`src/rtl/exec_priv_pkg.sv`:
```
package exec_priv_pkg;

    typedef enum logic [1:0] {
        CTX_FW     = 2'b00,
        CTX_APP    = 2'b01,
        CTX_SYS_LO = 2'b10,
        CTX_SYS_HI = 2'b11
    } ctx_e;

    typedef struct packed {
        ctx_e ctx;
        logic lock;
    } ctx_state_t;

    localparam int IRQ_LO  = 0;
    localparam int IRQ_HI  = 1;
    localparam int NUM_IRQ = 2;

endpackage

```
`src/rtl/exec_ctx_fsm.sv`:
```
module exec_ctx_fsm
    import exec_priv_pkg::*;
#(
    parameter int NUM_SRC = NUM_IRQ
) (
    input  logic               clk,
    input  logic               rst_n,
    input  logic               fetch_off_rom,
    input  logic [NUM_SRC-1:0] irq_take,
    input  logic               irq_ret,
    output ctx_e               ctx,
    output logic               lock
);

    ctx_state_t st_d, st_q;

    always_comb begin
        st_d = st_q;
        unique case (st_q.ctx)
            CTX_FW: begin
                if (fetch_off_rom) begin
                    st_d.ctx  = CTX_APP;
                    st_d.lock = 1'b1;
                end
            end
            CTX_APP: begin
                if (irq_take[IRQ_HI])      st_d.ctx = CTX_SYS_HI;
                else if (irq_take[IRQ_LO]) st_d.ctx = CTX_SYS_LO;
            end
            CTX_SYS_LO, CTX_SYS_HI: begin
                if (irq_ret) st_d.ctx = CTX_APP;
            end
            default: st_d.ctx = CTX_FW;
        endcase
    end

    always_ff @(posedge clk) begin
        if (!rst_n) st_q <= '{ctx: CTX_FW, lock: 1'b0};
        else        st_q <= st_d;
    end

    assign ctx  = st_q.ctx;
    assign lock = st_q.lock;

endmodule

```
`src/rtl/irq_pend_unit.sv`:
```
module irq_pend_unit #(
    parameter int NUM_SRC = 2
) (
    input  logic               clk,
    input  logic               rst_n,
    input  logic [NUM_SRC-1:0] trig,
    input  logic [NUM_SRC-1:0] irq_ack,
    input  logic               in_app,
    output logic [NUM_SRC-1:0] pend,
    output logic [NUM_SRC-1:0] req,
    output logic [NUM_SRC-1:0] take
);

    logic [NUM_SRC-1:0] pend_d, pend_q;

    // highest index has priority
    always_comb begin
        req = '0;
        for (int i = 0; i < NUM_SRC; i++) begin
            if (pend_q[i] && in_app) req = NUM_SRC'(1) << i;
        end
    end

    assign take = irq_ack & req;

    generate
        for (genvar g = 0; g < NUM_SRC; g++) begin : g_src
            always_comb begin
                pend_d[g] = pend_q[g];
                if (take[g]) pend_d[g] = 1'b0;
                if (trig[g]) pend_d[g] = 1'b1;
            end
        end
    endgenerate

    always_ff @(posedge clk) begin
        if (!rst_n) pend_q <= '0;
        else        pend_q <= pend_d;
    end

    assign pend = pend_q;

endmodule

```
`src/rtl/access_gate.sv`:
```
module access_gate
    import exec_priv_pkg::*;
#(
    parameter int                ADDR_W      = 32,
    parameter int                DATA_W      = 32,
    parameter int                NUM_SRC     = NUM_IRQ,
    parameter logic [ADDR_W-1:0] ROM_BASE    = 32'h0000_0000,
    parameter logic [ADDR_W-1:0] ROM_SIZE    = 32'h0000_2000,
    parameter logic [ADDR_W-1:0] FWRAM_BASE  = 32'hD000_0000,
    parameter logic [ADDR_W-1:0] FWRAM_SIZE  = 32'h0000_0800,
    parameter logic [ADDR_W-1:0] ASSET_BASE  = 32'hB000_0000,
    parameter logic [ADDR_W-1:0] ASSET_SIZE  = 32'h0000_0100,
    parameter logic [ADDR_W-1:0] TRIG_BASE   = 32'hE000_0000,
    parameter int                TRIG_STRIDE = 4
) (
    input  logic               clk,
    input  logic               rst_n,
    input  ctx_e               ctx,
    input  logic               lock,
    input  logic               if_valid,
    input  logic [ADDR_W-1:0]  if_addr,
    input  logic               da_valid,
    input  logic               da_write,
    input  logic [ADDR_W-1:0]  da_addr,
    input  logic [DATA_W-1:0]  mem_rdata,
    output logic [DATA_W-1:0]  cpu_rdata,
    output logic               mem_we,
    output logic               fwram_en,
    output logic               rom_exec_en,
    output logic               asset_en,
    output logic               fetch_off_rom,
    output logic [NUM_SRC-1:0] trig,
    output logic               trap
);

    function automatic logic hit(input logic [ADDR_W-1:0] a,
                                 input logic [ADDR_W-1:0] base,
                                 input logic [ADDR_W-1:0] size);
        return (a >= base) && ((a - base) < size);
    endfunction

    logic if_in_rom, da_in_fwram, da_in_asset;
    logic fetch_deny, data_deny, any_deny, trig_hit;
    logic trap_d, trap_q;

    assign if_in_rom   = hit(if_addr, ROM_BASE, ROM_SIZE);
    assign da_in_fwram = hit(da_addr, FWRAM_BASE, FWRAM_SIZE);
    assign da_in_asset = hit(da_addr, ASSET_BASE, ASSET_SIZE);

    assign fwram_en    = (ctx == CTX_FW) || (ctx == CTX_SYS_HI);
    assign rom_exec_en = (ctx != CTX_APP);
    assign asset_en    = (ctx == CTX_FW) && !lock;

    generate
        for (genvar g = 0; g < NUM_SRC; g++) begin : g_trig
            localparam logic [ADDR_W-1:0] TADDR =
                TRIG_BASE + ADDR_W'(g * TRIG_STRIDE);
            assign trig[g] = da_valid && da_write && (da_addr == TADDR);
        end
    endgenerate

    assign trig_hit      = |trig;
    assign fetch_off_rom = if_valid && !if_in_rom;
    assign fetch_deny    = if_valid && if_in_rom && !rom_exec_en;
    assign data_deny     = da_valid && ((da_in_fwram && !fwram_en) ||
                                        (da_in_asset && !asset_en));
    assign any_deny      = fetch_deny || data_deny;

    assign cpu_rdata = any_deny ? '0 : mem_rdata;
    assign mem_we    = da_valid && da_write && !data_deny && !trig_hit;

    always_comb begin
        trap_d = any_deny;
    end

    always_ff @(posedge clk) begin
        if (!rst_n) trap_q <= 1'b0;
        else        trap_q <= trap_d;
    end

    assign trap = trap_q;

endmodule

```
`src/rtl/exec_priv_ctrl.sv`:
```
module exec_priv_ctrl
    import exec_priv_pkg::*;
#(
    parameter int                ADDR_W      = 32,
    parameter int                DATA_W      = 32,
    parameter logic [ADDR_W-1:0] ROM_BASE    = 32'h0000_0000,
    parameter logic [ADDR_W-1:0] ROM_SIZE    = 32'h0000_2000,
    parameter logic [ADDR_W-1:0] FWRAM_BASE  = 32'hD000_0000,
    parameter logic [ADDR_W-1:0] FWRAM_SIZE  = 32'h0000_0800,
    parameter logic [ADDR_W-1:0] ASSET_BASE  = 32'hB000_0000,
    parameter logic [ADDR_W-1:0] ASSET_SIZE  = 32'h0000_0100,
    parameter logic [ADDR_W-1:0] TRIG_BASE   = 32'hE000_0000,
    parameter int                TRIG_STRIDE = 4
) (
    input  logic              clk,
    input  logic              rst_n,
    input  logic              if_valid,
    input  logic [ADDR_W-1:0] if_addr,
    input  logic              da_valid,
    input  logic              da_write,
    input  logic [ADDR_W-1:0] da_addr,
    input  logic [1:0]        irq_ack,
    input  logic              irq_ret,
    input  logic [DATA_W-1:0] mem_rdata,
    output logic [DATA_W-1:0] cpu_rdata,
    output logic              mem_we,
    output logic [1:0]        ctx,
    output logic              sys_mode,
    output logic              asset_lock,
    output logic              fwram_en,
    output logic              rom_exec_en,
    output logic              asset_en,
    output logic [1:0]        irq_pend,
    output logic [1:0]        irq_req,
    output logic              trap
);

    ctx_e               ctx_w;
    logic               lock_w;
    logic               fetch_off_rom;
    logic [NUM_IRQ-1:0] trig, take;

    exec_ctx_fsm #(.NUM_SRC(NUM_IRQ)) u_fsm (
        .clk           (clk),
        .rst_n         (rst_n),
        .fetch_off_rom (fetch_off_rom),
        .irq_take      (take),
        .irq_ret       (irq_ret),
        .ctx           (ctx_w),
        .lock          (lock_w)
    );

    irq_pend_unit #(.NUM_SRC(NUM_IRQ)) u_irq (
        .clk     (clk),
        .rst_n   (rst_n),
        .trig    (trig),
        .irq_ack (irq_ack),
        .in_app  (ctx_w == CTX_APP),
        .pend    (irq_pend),
        .req     (irq_req),
        .take    (take)
    );

    access_gate #(
        .ADDR_W      (ADDR_W),
        .DATA_W      (DATA_W),
        .NUM_SRC     (NUM_IRQ),
        .ROM_BASE    (ROM_BASE),
        .ROM_SIZE    (ROM_SIZE),
        .FWRAM_BASE  (FWRAM_BASE),
        .FWRAM_SIZE  (FWRAM_SIZE),
        .ASSET_BASE  (ASSET_BASE),
        .ASSET_SIZE  (ASSET_SIZE),
        .TRIG_BASE   (TRIG_BASE),
        .TRIG_STRIDE (TRIG_STRIDE)
    ) u_gate (
        .clk           (clk),
        .rst_n         (rst_n),
        .ctx           (ctx_w),
        .lock          (lock_w),
        .if_valid      (if_valid),
        .if_addr       (if_addr),
        .da_valid      (da_valid),
        .da_write      (da_write),
        .da_addr       (da_addr),
        .mem_rdata     (mem_rdata),
        .cpu_rdata     (cpu_rdata),
        .mem_we        (mem_we),
        .fwram_en      (fwram_en),
        .rom_exec_en   (rom_exec_en),
        .asset_en      (asset_en),
        .fetch_off_rom (fetch_off_rom),
        .trig          (trig),
        .trap          (trap)
    );

    assign ctx        = ctx_w;
    assign sys_mode   = (ctx_w == CTX_APP);
    assign asset_lock = lock_w;

endmodule

```
`config.mk`:
```
export PLATFORM = sky130hd
export DESIGN_NAME = exec_priv_ctrl
export DESIGN_NICKNAME = d
export VERILOG_FILES = /design/src/rtl/exec_priv_pkg.sv /design/src/rtl/exec_ctx_fsm.sv /design/src/rtl/irq_pend_unit.sv /design/src/rtl/access_gate.sv /design/src/rtl/exec_priv_ctrl.sv
export SDC_FILE = /design/constraint.sdc
export NUM_CORES = 1
export LEC_CHECK = 0
export CORE_MARGIN = 1
export CORE_UTILIZATION = 23
export CTS_CLUSTER_DIAMETER = 80
export DETAILED_ROUTE_END_ITERATION = 8
export GPL_TIMING_DRIVEN = 1
export PLACE_DENSITY_LB_ADDON = 0.05
export SLEW_MARGIN = 40
export SYNTH_ARGS = -nofsm -noshare
export SYNTH_HDL_FRONTEND = slang
export SYNTH_SLANG_ARGS = --single-unit
```
`constraint.sdc`:
```
create_clock -name clk -period 5.1 [get_ports clk]
set_input_delay 0.51 -clock clk [delete_from_list [all_inputs] [get_ports clk]]
set_output_delay 0.51 -clock clk [all_outputs]
set_load 0.1 [all_outputs]
```
==> results_dict.tcl <==
set metrics [dict create \
    start_kind "input pin" \
    critPathRequiredTime_ns 4.59 \
    ys_seq_elements 6 \
    drive_gt1_share_pct 22.3 \
    max_freq_ghz 0.289 \
    seq_area_frac_synth_pct 13.8 \
    rows 21 \
    crit_path_end_kind "primary output" \
    nets 353 \
    fill_cells 330 \
    dieArea_mm2 0.00403 \
    first_global_vias 1310 \
    routed_wl_um 3940 \
    grt_antenna_before_repair 0 \
    rsz0062_at_grt "false" \
    clk_pin_slew_ns 0.04 \
    hp-class "reg -> reg" \
    finalWeightedCongestion 0.858 \
    grt_usage_pct 18.5 \
    finClkSkew_ns 0.000368 \
    finalMaxSlewViolations 0 \
    post-route-period-util_pct 67.9 \
    synth-edff-count 0 \
    insertion_delay_ns 0.22 \
    yosysWarnings 0 \
    synth_ff_type "dfxtp_1" \
    grt_pass1_wl_um 6020 \
    worstMarginPinSlew_ns 0.587 \
    p_per_area_mw_per_mm2 205 \
    tritoncts "done" \
    ys_types 37 \
    cts_resized 0 \
    critPathLaunch "if_addr[26]" \
    h-tree-depth 1 \
    io_buffers 135 \
    relSlewSlack_pct 60.9 \
    core_area_mm2 0.00347 \
    synth_cells 111 \
    cts_root_buf "clkbuf_8" \
    grt-ovfl-total 0 \
    status "completed" \
    vias 1349 \
    drc_errors 0 \
    cts_made_buffers 3 \
    wl_per_cell_um 13.7 \
    first_pass_iters 4 \
    initial_utilization_pct 25.1 \
    cp_max_fo 33 \
    final_common_cell "clkdlybuf4s50_1" \
    grt_start_max_net_pins 34 \
    die-height_um 63.5 \
    dp_hpwl_um 3250 \
    crit_arrival_ns 2.95 \
    antenna_cells 0 \
    fp.dieW_um 63.5 \
    clk_path_buf_depth 2 \
    tns_ns 0 \
    cts_hold_buf 0 \
    hold_viol 0 \
    finalPower_w 0.000440 \
    drtIter0Drc 61 \
    setup_violations 0 \
    final_cell_mix "clkdlybuf4s50_1 (90), buf_4 (33), nor3b_1 (32)" \
    finish.utilization_pct 61.8 \
    power.leakage_nw 0.880 \
    syn_area_um2 870 \
    post_cts_buffers 0 \
    syn_nets 220 \
    period_needed_ns 3.46 \
    io_pins 149 \
    vdd.ir_drop.worst_mv 0.196 \
    hp-start "u_fsm.lock" \
    fin_hold_ws_ns 0.501 \
    syn_avg_cell_area_um2 7.83 \
    syn2layout_area_growth_pct 147 \
    numClockSinks 6 \
    viasPerCell 4.68 \
    rr_startpoint "u_fsm.ctx[1]" \
    async_flop_share_pct 0 \
    maxCapViolCount 0 \
    critPathKind "in -> out" \
    final_antenna_net_count 0 \
]
path summary, 6_finish.rpt:
check | endpoint | slack (ns) | depth (start not counted)
hold / removal | u_fsm.lock | 0.50 | 1
setup reg to reg | u_gate.trap | 3.04 | 7
setup / recovery | cpu_rdata[23] | 1.64 | 6
hold reg to reg | u_fsm.lock | 0.50 | 1
critical path, stage by stage:
cell and delay [ns]:
clkdlybuf4s50_1 0.39, or4_1 0.53, nor4_2 0.41, and4_2 0.69, nor3b_1 0.14, buf_4 0.27
final cells by class:
cell class / count / area [um^2] / share of cell area [%]
multi-input cells: 92 / 693 / 32.3
inverters: 5 / 18.8 / 0.875
repair buffers: 136 / 1210 / 56.6
clock buffers: 3 / 41.3 / 1.93
flip-flops and latches: 6 / 120 / 5.60
well taps: 46 / 57.6 / 2.68
state kept, by name (all words and copies together), names as in the netlist:
register	flops
u_fsm.ctx	2
u_fsm.lock	1
u_gate.trap	1
u_irq.pend	2
cell families after synthesis:
family | synth area share (%)
adders and majority gates | 7.19
DFF | 13.8
buffers and inverters | 6.62
AOI/OAI and AO/OA | 14.0
and+or+nand+nor | 56.1
muxes | 2.30
where the power goes:
group | internal (W) | total (W) | switching [W]
sequential | 0.0000501 | 0.0000533 | 0.00000318
combinational | 0.000106 | 0.000316 | 0.000210
clock | 0.0000506 | 0.0000705 | 0.0000198
through the flow:
stage	cell area (um^2)	setup WS (ns)	cells
after floorplan	870	-0.704	111
after global placement	2170	1.44	285
after detailed placement	2100	1.64	285
after CTS	2140	1.62	288
after global routing	2140	1.45	288
final	2140	1.64	288
cells in the mapped netlist (2+ instances only):
cell type	count	share of area, %
a21boi_0	2	1.7
a21oi_1	2	1.2
buf_2	7	4.0
dfxtp_1	6	14
ha_1	5	7.2
inv_1	5	2.2
mux2i_1	2	2.3
nand2_1	7	3.0
nor2_1	4	1.7
nor3_1	2	1.2
nor3b_1	32	28
nor4_1	5	3.6
o21a_1	4	3.5
or4_1	5	4.3
routing by layer:
| layer | vias up | routed length (um) | GRT usage (%) |
|---|---|---|---|
| met5 | - | 0 | 0 |
| met1 | 599 | 1560 | 20.0 |
| met2 | 62 | 2020 | 34.2 |
| li1 | 686 | - | - |
| met3 | 2 | 346 | 6.34 |
| met4 | 0 | 13 | 3.98 |
No activity file was read; power rests on OpenSTA's default activity.
